[src/rtl/gpio_port_pkg.sv]
package gpio_port_pkg;
  localparam logic [1:0] ADDR_CFG = 2'd0;
  localparam logic [1:0] ADDR_DAT = 2'd1;
  localparam logic [1:0] ADDR_PIN = 2'd2;

  typedef struct packed {
    logic oe;
    logic out;
    logic pu;
  } pin_drv_t;

  // cfg selects driver on/off; dat gives the level, or the pull-up when not driving
  function automatic pin_drv_t decode_pin(input logic cfg, input logic dat);
    pin_drv_t d;
    d.oe  = cfg;
    d.out = cfg & dat;
    d.pu  = ~cfg & dat;
    return d;
  endfunction
endpackage

[src/rtl/gpio_sync.sv]
module gpio_sync #(
  parameter int WIDTH = 8
) (
  input  logic             clk,
  input  logic             rst_n,
  input  logic [WIDTH-1:0] d,
  output logic [WIDTH-1:0] q
);
  logic [WIDTH-1:0] stage1;

  always_ff @(posedge clk or negedge rst_n) begin
    if (!rst_n) begin
      stage1 <= '0;
      q      <= '0;
    end else begin
      stage1 <= d;
      q      <= stage1;
    end
  end
endmodule

[src/rtl/gpio_pin_cell.sv]
module gpio_pin_cell
  import gpio_port_pkg::*;
(
  input  logic cfg_bit,
  input  logic dat_bit,
  input  logic force_off,
  input  logic take_wdog,
  input  logic wdog_level,
  output logic pin_out,
  output logic pin_oe,
  output logic pin_pu
);
  pin_drv_t drv;

  always_comb begin
    drv = decode_pin(cfg_bit, dat_bit);
    if (force_off) begin
      drv = '0;
    end else if (take_wdog) begin
      drv.oe  = 1'b1;
      drv.out = wdog_level;
      drv.pu  = 1'b1;
    end
  end

  assign pin_out = drv.out;
  assign pin_oe  = drv.oe;
  assign pin_pu  = drv.pu;
endmodule

[src/rtl/gpio_port.sv]
module gpio_port
  import gpio_port_pkg::*;
#(
  parameter int WIDTH     = 8,
  parameter bit CTRL_PORT = 1'b1,
  parameter int WDOG_BIT  = 1
) (
  input  logic             clk,
  input  logic             rst_n,
  input  logic [1:0]       bus_addr,
  input  logic             bus_we,
  input  logic [WIDTH-1:0] bus_wdata,
  output logic [WIDTH-1:0] bus_rdata,
  input  logic             wdog_sel,
  input  logic             wdog_level,
  input  logic [WIDTH-1:0] pad_in,
  output logic [WIDTH-1:0] pad_out,
  output logic [WIDTH-1:0] pad_oe,
  output logic [WIDTH-1:0] pad_pu,
  output logic             halt_req,
  output logic             idle_req,
  output logic             sk_alt_phase,
  output logic             halt_start_dly
);
  localparam int HALT_BIT = WIDTH - 1;
  localparam int IDLE_BIT = WIDTH - 2;
  localparam logic [WIDTH-1:0] SPECIAL_MASK =
    CTRL_PORT ? ({{(WIDTH-2){1'b0}}, 2'b11} << IDLE_BIT) : '0;
  localparam logic [WIDTH-1:0] DAT_KEEP = ~SPECIAL_MASK;

  logic [WIDTH-1:0] cfg_q;
  logic [WIDTH-1:0] dat_q;
  logic [WIDTH-1:0] pin_sync;
  logic             wr_cfg;
  logic             wr_dat;
  logic             halt_q;
  logic             idle_q;

  assign wr_cfg = bus_we && (bus_addr == ADDR_CFG);
  assign wr_dat = bus_we && (bus_addr == ADDR_DAT);

  always_ff @(posedge clk or negedge rst_n) begin
    if (!rst_n) begin
      cfg_q  <= '0;
      dat_q  <= '0;
      halt_q <= 1'b0;
      idle_q <= 1'b0;
    end else begin
      if (wr_cfg) cfg_q <= bus_wdata;
      if (wr_dat) dat_q <= bus_wdata & DAT_KEEP;
      halt_q <= CTRL_PORT && wr_dat && bus_wdata[HALT_BIT];
      idle_q <= CTRL_PORT && wr_dat && bus_wdata[IDLE_BIT];
    end
  end

  gpio_sync #(.WIDTH(WIDTH)) i_sync (
    .clk   (clk),
    .rst_n (rst_n),
    .d     (pad_in),
    .q     (pin_sync)
  );

  always_comb begin
    unique case (bus_addr)
      ADDR_CFG: bus_rdata = cfg_q;
      ADDR_DAT: bus_rdata = dat_q;
      ADDR_PIN: bus_rdata = pin_sync;
      default:  bus_rdata = '0;
    endcase
  end

  generate
    for (genvar i = 0; i < WIDTH; i++) begin : g_pin
      localparam bit FORCE_OFF = CTRL_PORT && (i >= IDLE_BIT);
      localparam bit WDOG_PIN  = CTRL_PORT && (i == WDOG_BIT);
      gpio_pin_cell i_cell (
        .cfg_bit    (cfg_q[i]),
        .dat_bit    (dat_q[i]),
        .force_off  (FORCE_OFF),
        .take_wdog  (WDOG_PIN && wdog_sel),
        .wdog_level (wdog_level),
        .pin_out    (pad_out[i]),
        .pin_oe     (pad_oe[i]),
        .pin_pu     (pad_pu[i])
      );
    end
  endgenerate

  assign halt_req       = halt_q;
  assign idle_req       = idle_q;
  assign sk_alt_phase   = CTRL_PORT ? cfg_q[IDLE_BIT] : 1'b0;
  assign halt_start_dly = CTRL_PORT ? cfg_q[HALT_BIT] : 1'b0;
endmodule

[config.mk]
export PLATFORM = sky130hd
export DESIGN_NAME = gpio_port
export DESIGN_NICKNAME = d
export VERILOG_FILES = /design/src/rtl/gpio_port_pkg.sv /design/src/rtl/gpio_sync.sv /design/src/rtl/gpio_pin_cell.sv /design/src/rtl/gpio_port.sv
export SDC_FILE = /design/constraint.sdc
export NUM_CORES = 1
export LEC_CHECK = 0
export CAP_MARGIN = 20
export CELL_PAD_IN_SITES_DETAIL_PLACEMENT = 0
export CELL_PAD_IN_SITES_GLOBAL_PLACEMENT = 2
export CORE_AREA = 2 2 68 96
export CTS_BUF_LIST = sky130_fd_sc_hd__clkbuf_4 sky130_fd_sc_hd__clkbuf_8
export DETAILED_ROUTE_END_ITERATION = 16
export DIE_AREA = 0 0 70 98
export PLACE_DENSITY = 0.78
export SKIP_LAST_GASP = 1
export SYNTH_ARGS = -nofsm -noshare
export SYNTH_HDL_FRONTEND = slang
export SYNTH_SLANG_ARGS = --single-unit
[constraint.sdc]
create_clock -name clk -period 1 [get_ports clk]
set_clock_uncertainty 0.05 [all_clocks]
set_input_delay 0.2 -clock clk [delete_from_list [all_inputs] [get_ports clk]]
set_output_delay 0.2 -clock clk [all_outputs]
set_load 0.03 [all_outputs]
# After elaboration in Yosys (flattened, before gate mapping)
# Index checks and enable logic that the tools add are counted.
# totals
register_bits	32
latch_bits	0
ramBits	0
romBits	0
output_inout_bits	36
wordCells	33
memories	0
# classes
n_addsub	0
mul	0
n_div	0
order_cmp	0
eq_ne	2
n_shift	0
mux	2
bitwise	18
reduce_logical	5
# ops
cell	count
one-hot mux 8 bit (3 select lines)	1
AND 1 bit	12
NOT 1 bit	6
logical AND 1 bit	4
two-way mux 3 bit	1
== test 2 x 1 -> 1 bit (second input constant)	1
== test 2 bit (second input constant)	1
logical NOT 2 bit	1

# Depth between registers and ports, before layout
# depth
ltp_word	3
mapped_depth	3

# Modules after synthesis
# Synthesis repeated with hierarchy kept, for this count alone.
# hier_totals
cells_unflattened	136
hier_area_um2	1483.9
# modules_own_cells
module	n_inst	cells_per_inst	area_each_um2
gpio_port	1	56	773.2
gpio_sync	1	16	400.4
gpio_pin_cell	8	8	38.8

# Worst setup path before layout
# Ideal clock, no wire load.
# synth_path
path_kind	flip-flop to output port
start	register cfg_q[6]
end	output port bus_rdata[6]
t_arrival_ns	1.030
required_time_ns	0.750
path_slack_ns	-0.280
path_stages_with_launch	3
path_buffers	0
path_cell_list	dfrtp_1 > mux2i_1 > nor2_1
# synth_via
elab_chain_len	1
# synth_lines
element	line	source
start, declared	gpio_port.sv:31	logic [WIDTH-1:0] cfg_q;
start signal, assigned	gpio_port.sv:49	if (wr_cfg) cfg_q <= bus_wdata;
one-hot mux 8 bit (3 select lines)	gpio_port.sv:64	unique case (bus_addr)
end, declared	gpio_port.sv:13	output logic [WIDTH-1:0] bus_rdata,
# No other way between the ends.

# Worst setup path after layout
# layout_path
start	register cfg_q[1]
end	output port bus_rdata[1]
# The elaborated chain is that of the path after synthesis.

==> flow_summary_export.csv <==
group,metric,value,unit
grt,antenna_found_initial,0,
grt,grt_use_total,10.73,%
logic_synthesis,synthDistinctLibCells,17,
job,drv_cap,0,
route,vias,1026,
route,drtPass1Iterations,3,
timing,clock.fmax,706.9,MHz
finish,fin_nets,205,
route,drt_iter0_markers,9,
route,ant_nets,0,
setup_path,reg2reg_depth,2,
cts,clk_pin_slew,0.07,ns
cts,hold_buffers,0,
finish,syn2layout_area_growth,77.80,%
cts,cts_tree,"built",
setup_path,crit_path_start,"cfg_q[1]",
grt,grt_pass1_vias,1144,
grt,grt_use_met3,2.580,%
logic_synthesis,synth.yosys.seq_area_share,55.08,%
finish,fin_area,0.002585,mm^2
setup_path,crit_fanout,4,
grt,met2_usage,19.85,%
logic_synthesis,synth_edf_count,0,
logic_synthesis,ys_dominant_reg_cell,"dfrtp_1",
logic_synthesis,synthArstFlopShare,100.0,%
route,viasPerCell,4.024,
finish,stdcell_count,255,
finish,nFillCells,562,
timing,post-route-period-util,141.5,%
die,rows,34,
setup_path,arrival,1.16,ns
setup_path,critPathCaptureType,"primary output",
cts,cts_max_path_buffers,2,
die,coreArea,0.006041,mm^2
route,finalWirelength,3408,um
cts,numCtsBuffers,5,
setup_path,rrSetupSlack,0,ns
die,dieWidth,70,um
outcome,failed_checks,"negative setup slack",
placement,post-place-cells,239,
grt,use_met1,11.68,%
placement,dpl_cell_area,0.002167,mm^2
die,io_pins,59,
timing,slew_violations,0,
logic_synthesis,yosysWarningCount,0,
die,die_y,98,um
finish,seq_area,807.0,um^2
timing,finalWorstSetupSlack,-0.4146,ns
setup_path,worstSetupPathType,"reg2out",
setup_path,crit_end,"bus_rdata[1]",
placement,gp_congestion,0.7236,
setup_path,path_common_cell,"buf_6",
cts,htreeDepth,2,
grt,grt_overflow_total,0,
grt,grt_first_pass_wirelength,5658,um
finish,final_cell_mix,"42 x buf_6, 27 x dfrtp_1, 18 x clkdlybuf4s50_1, 14 x buf_4, 8 x mux2_2",
setup_path,critPathLaunchType,"flop",
logic_synthesis,netlist_instances,112,
placement,place_ws,-0.7645,ns
setup_path,cpMaxStageDelayCell,"dfrtp_1",
setup_path,worstReg2RegEnd,"cfg_q[5]",
timing,setup-violations-final,36,
cts,clockRootBuffer,"clkbuf_8",
setup_path,r2r-start,"cfg_q[5]",
finish,drive_gt1_share,64.48,%
placement,port-buffer-count,52,
grt,grt_start_max_net_pins,13,
route,detail_route.wl_per_cell,13.36,um
die,die_area,0.006860,mm^2
timing,finalHoldViolCount,0,
setup_path,crit_chain,"buf_6 -> mux2i_4 -> o2bb2ai_4 -> buf_6",
finish,layout_commonest_cell,"buf_6",
logic_synthesis,ys_seq_elements,32,
finish,utilization,42.79,%
cts,insertion_delay,0.28,ns
route,drc_errors,0,
logic_synthesis,syn_avg_cell_area,12.98,um^2
power_and_ir_drop,p_total,4.525,mW
power_and_ir_drop,power.density,1751,mW/mm^2
timing,grt_setup_unrepaired,"yes",
setup_path,max_stage_delay,0.39,ns
timing,whs,0.1989,ns
power_and_ir_drop,peakVddDrop,1074,uV
grt,grt_busiest_layer,"met2",
placement,dpl.hpwl,2580,um
power_and_ir_drop,leakagePower,1.184,nW
finish,multi_input_area,645.6,um^2
finish,n_antenna_cell,0,
hold_path,hold_class,"in2async",
timing,min_period,1.415,ns
outcome,status,"complete, but fails checks",
timing,fin_tns_setup,-8.741,ns
die,start_util,24.07,%
setup_path,cp.required,0.75,ns
cts,numClockSinks,32,
logic_synthesis,syn_area,0.001454,mm^2
## routing by layer
metal / vias up / share of wire, %
li1: 484 / -
met4: 0 / 1.0
met1: 506 / 35
met5: - / 0
met3: 4 / 4.7
met2: 32 / 59
## worst min path at each step
stage,to
after floorplan,cfg_q[0]
after global placement,i_sync.q[2]
after detailed placement,i_sync.q[2]
after CTS,cfg_q[6]
after global routing,cfg_q[7]
final,cfg_q[7]
## Yosys cell counts, types with 2 or more instances
cell type | instances | share of area, %
mux2_2 | 14 | 11
o2bb2ai_1 | 6 | 3.6
buf_4 | 25 | 13
dfrtp_1 | 32 | 55
nand2_1 | 2 | 0.52
inv_1 | 3 | 0.77
nor2b_1 | 6 | 2.6
nor2_1 | 4 | 1.0
and2_1 | 5 | 2.2
mux2i_1 | 8 | 5.5
## cells by family after synthesis
| group | synth area share (%) |
|---|---|
| compound gates | 4.475 |
| flops | 55.08 |
| simple gates | 9.381 |
| other cells | 0.2579 |
| mux | 16.35 |
| buf+inv | 14.46 |
## power by group
| part | total [mW] | internal, mW | switching (mW) |
|---|---|---|---|
| sequential | 1.59 | 1.45 | 0.148 |
| combinational | 1.83 | 1.00 | 0.827 |
| clock | 1.10 | 0.655 | 0.447 |
| total | 4.53 | 3.10 | 1.42 |
## critical path: cells and delay by family (launching register included)
kind	cells	cell delay, ns
flops	1	0.39
compound gates	1	0.07
mux	1	0.16
buf+inv	2	0.26
## timing repair
action / CTS / global route
endpoints found under the setup margin: 46 / 38
pin swaps: 13 / 1
buffers inserted: 4 / 5
resized for setup: 69 / 21
## state kept, by name, summed over array words and instances (netlist names)
name / cells
cfg_q: 8
i_sync.stage1: 8
dat_q: 6
idle_req: 1
halt_req: 1
i_sync.q: 8
## layout make-up
class                           instances  area share [%]
Clock buffer                            8           4.017
Tap cell                               72           3.485
Multi-Input combinational cell         56           24.98
Inverter                                3          0.4356
Sequential cell                        32           31.22
Timing Repair Buffer                   84           35.87
Note: power is estimated with default switching activity, not from simulation.
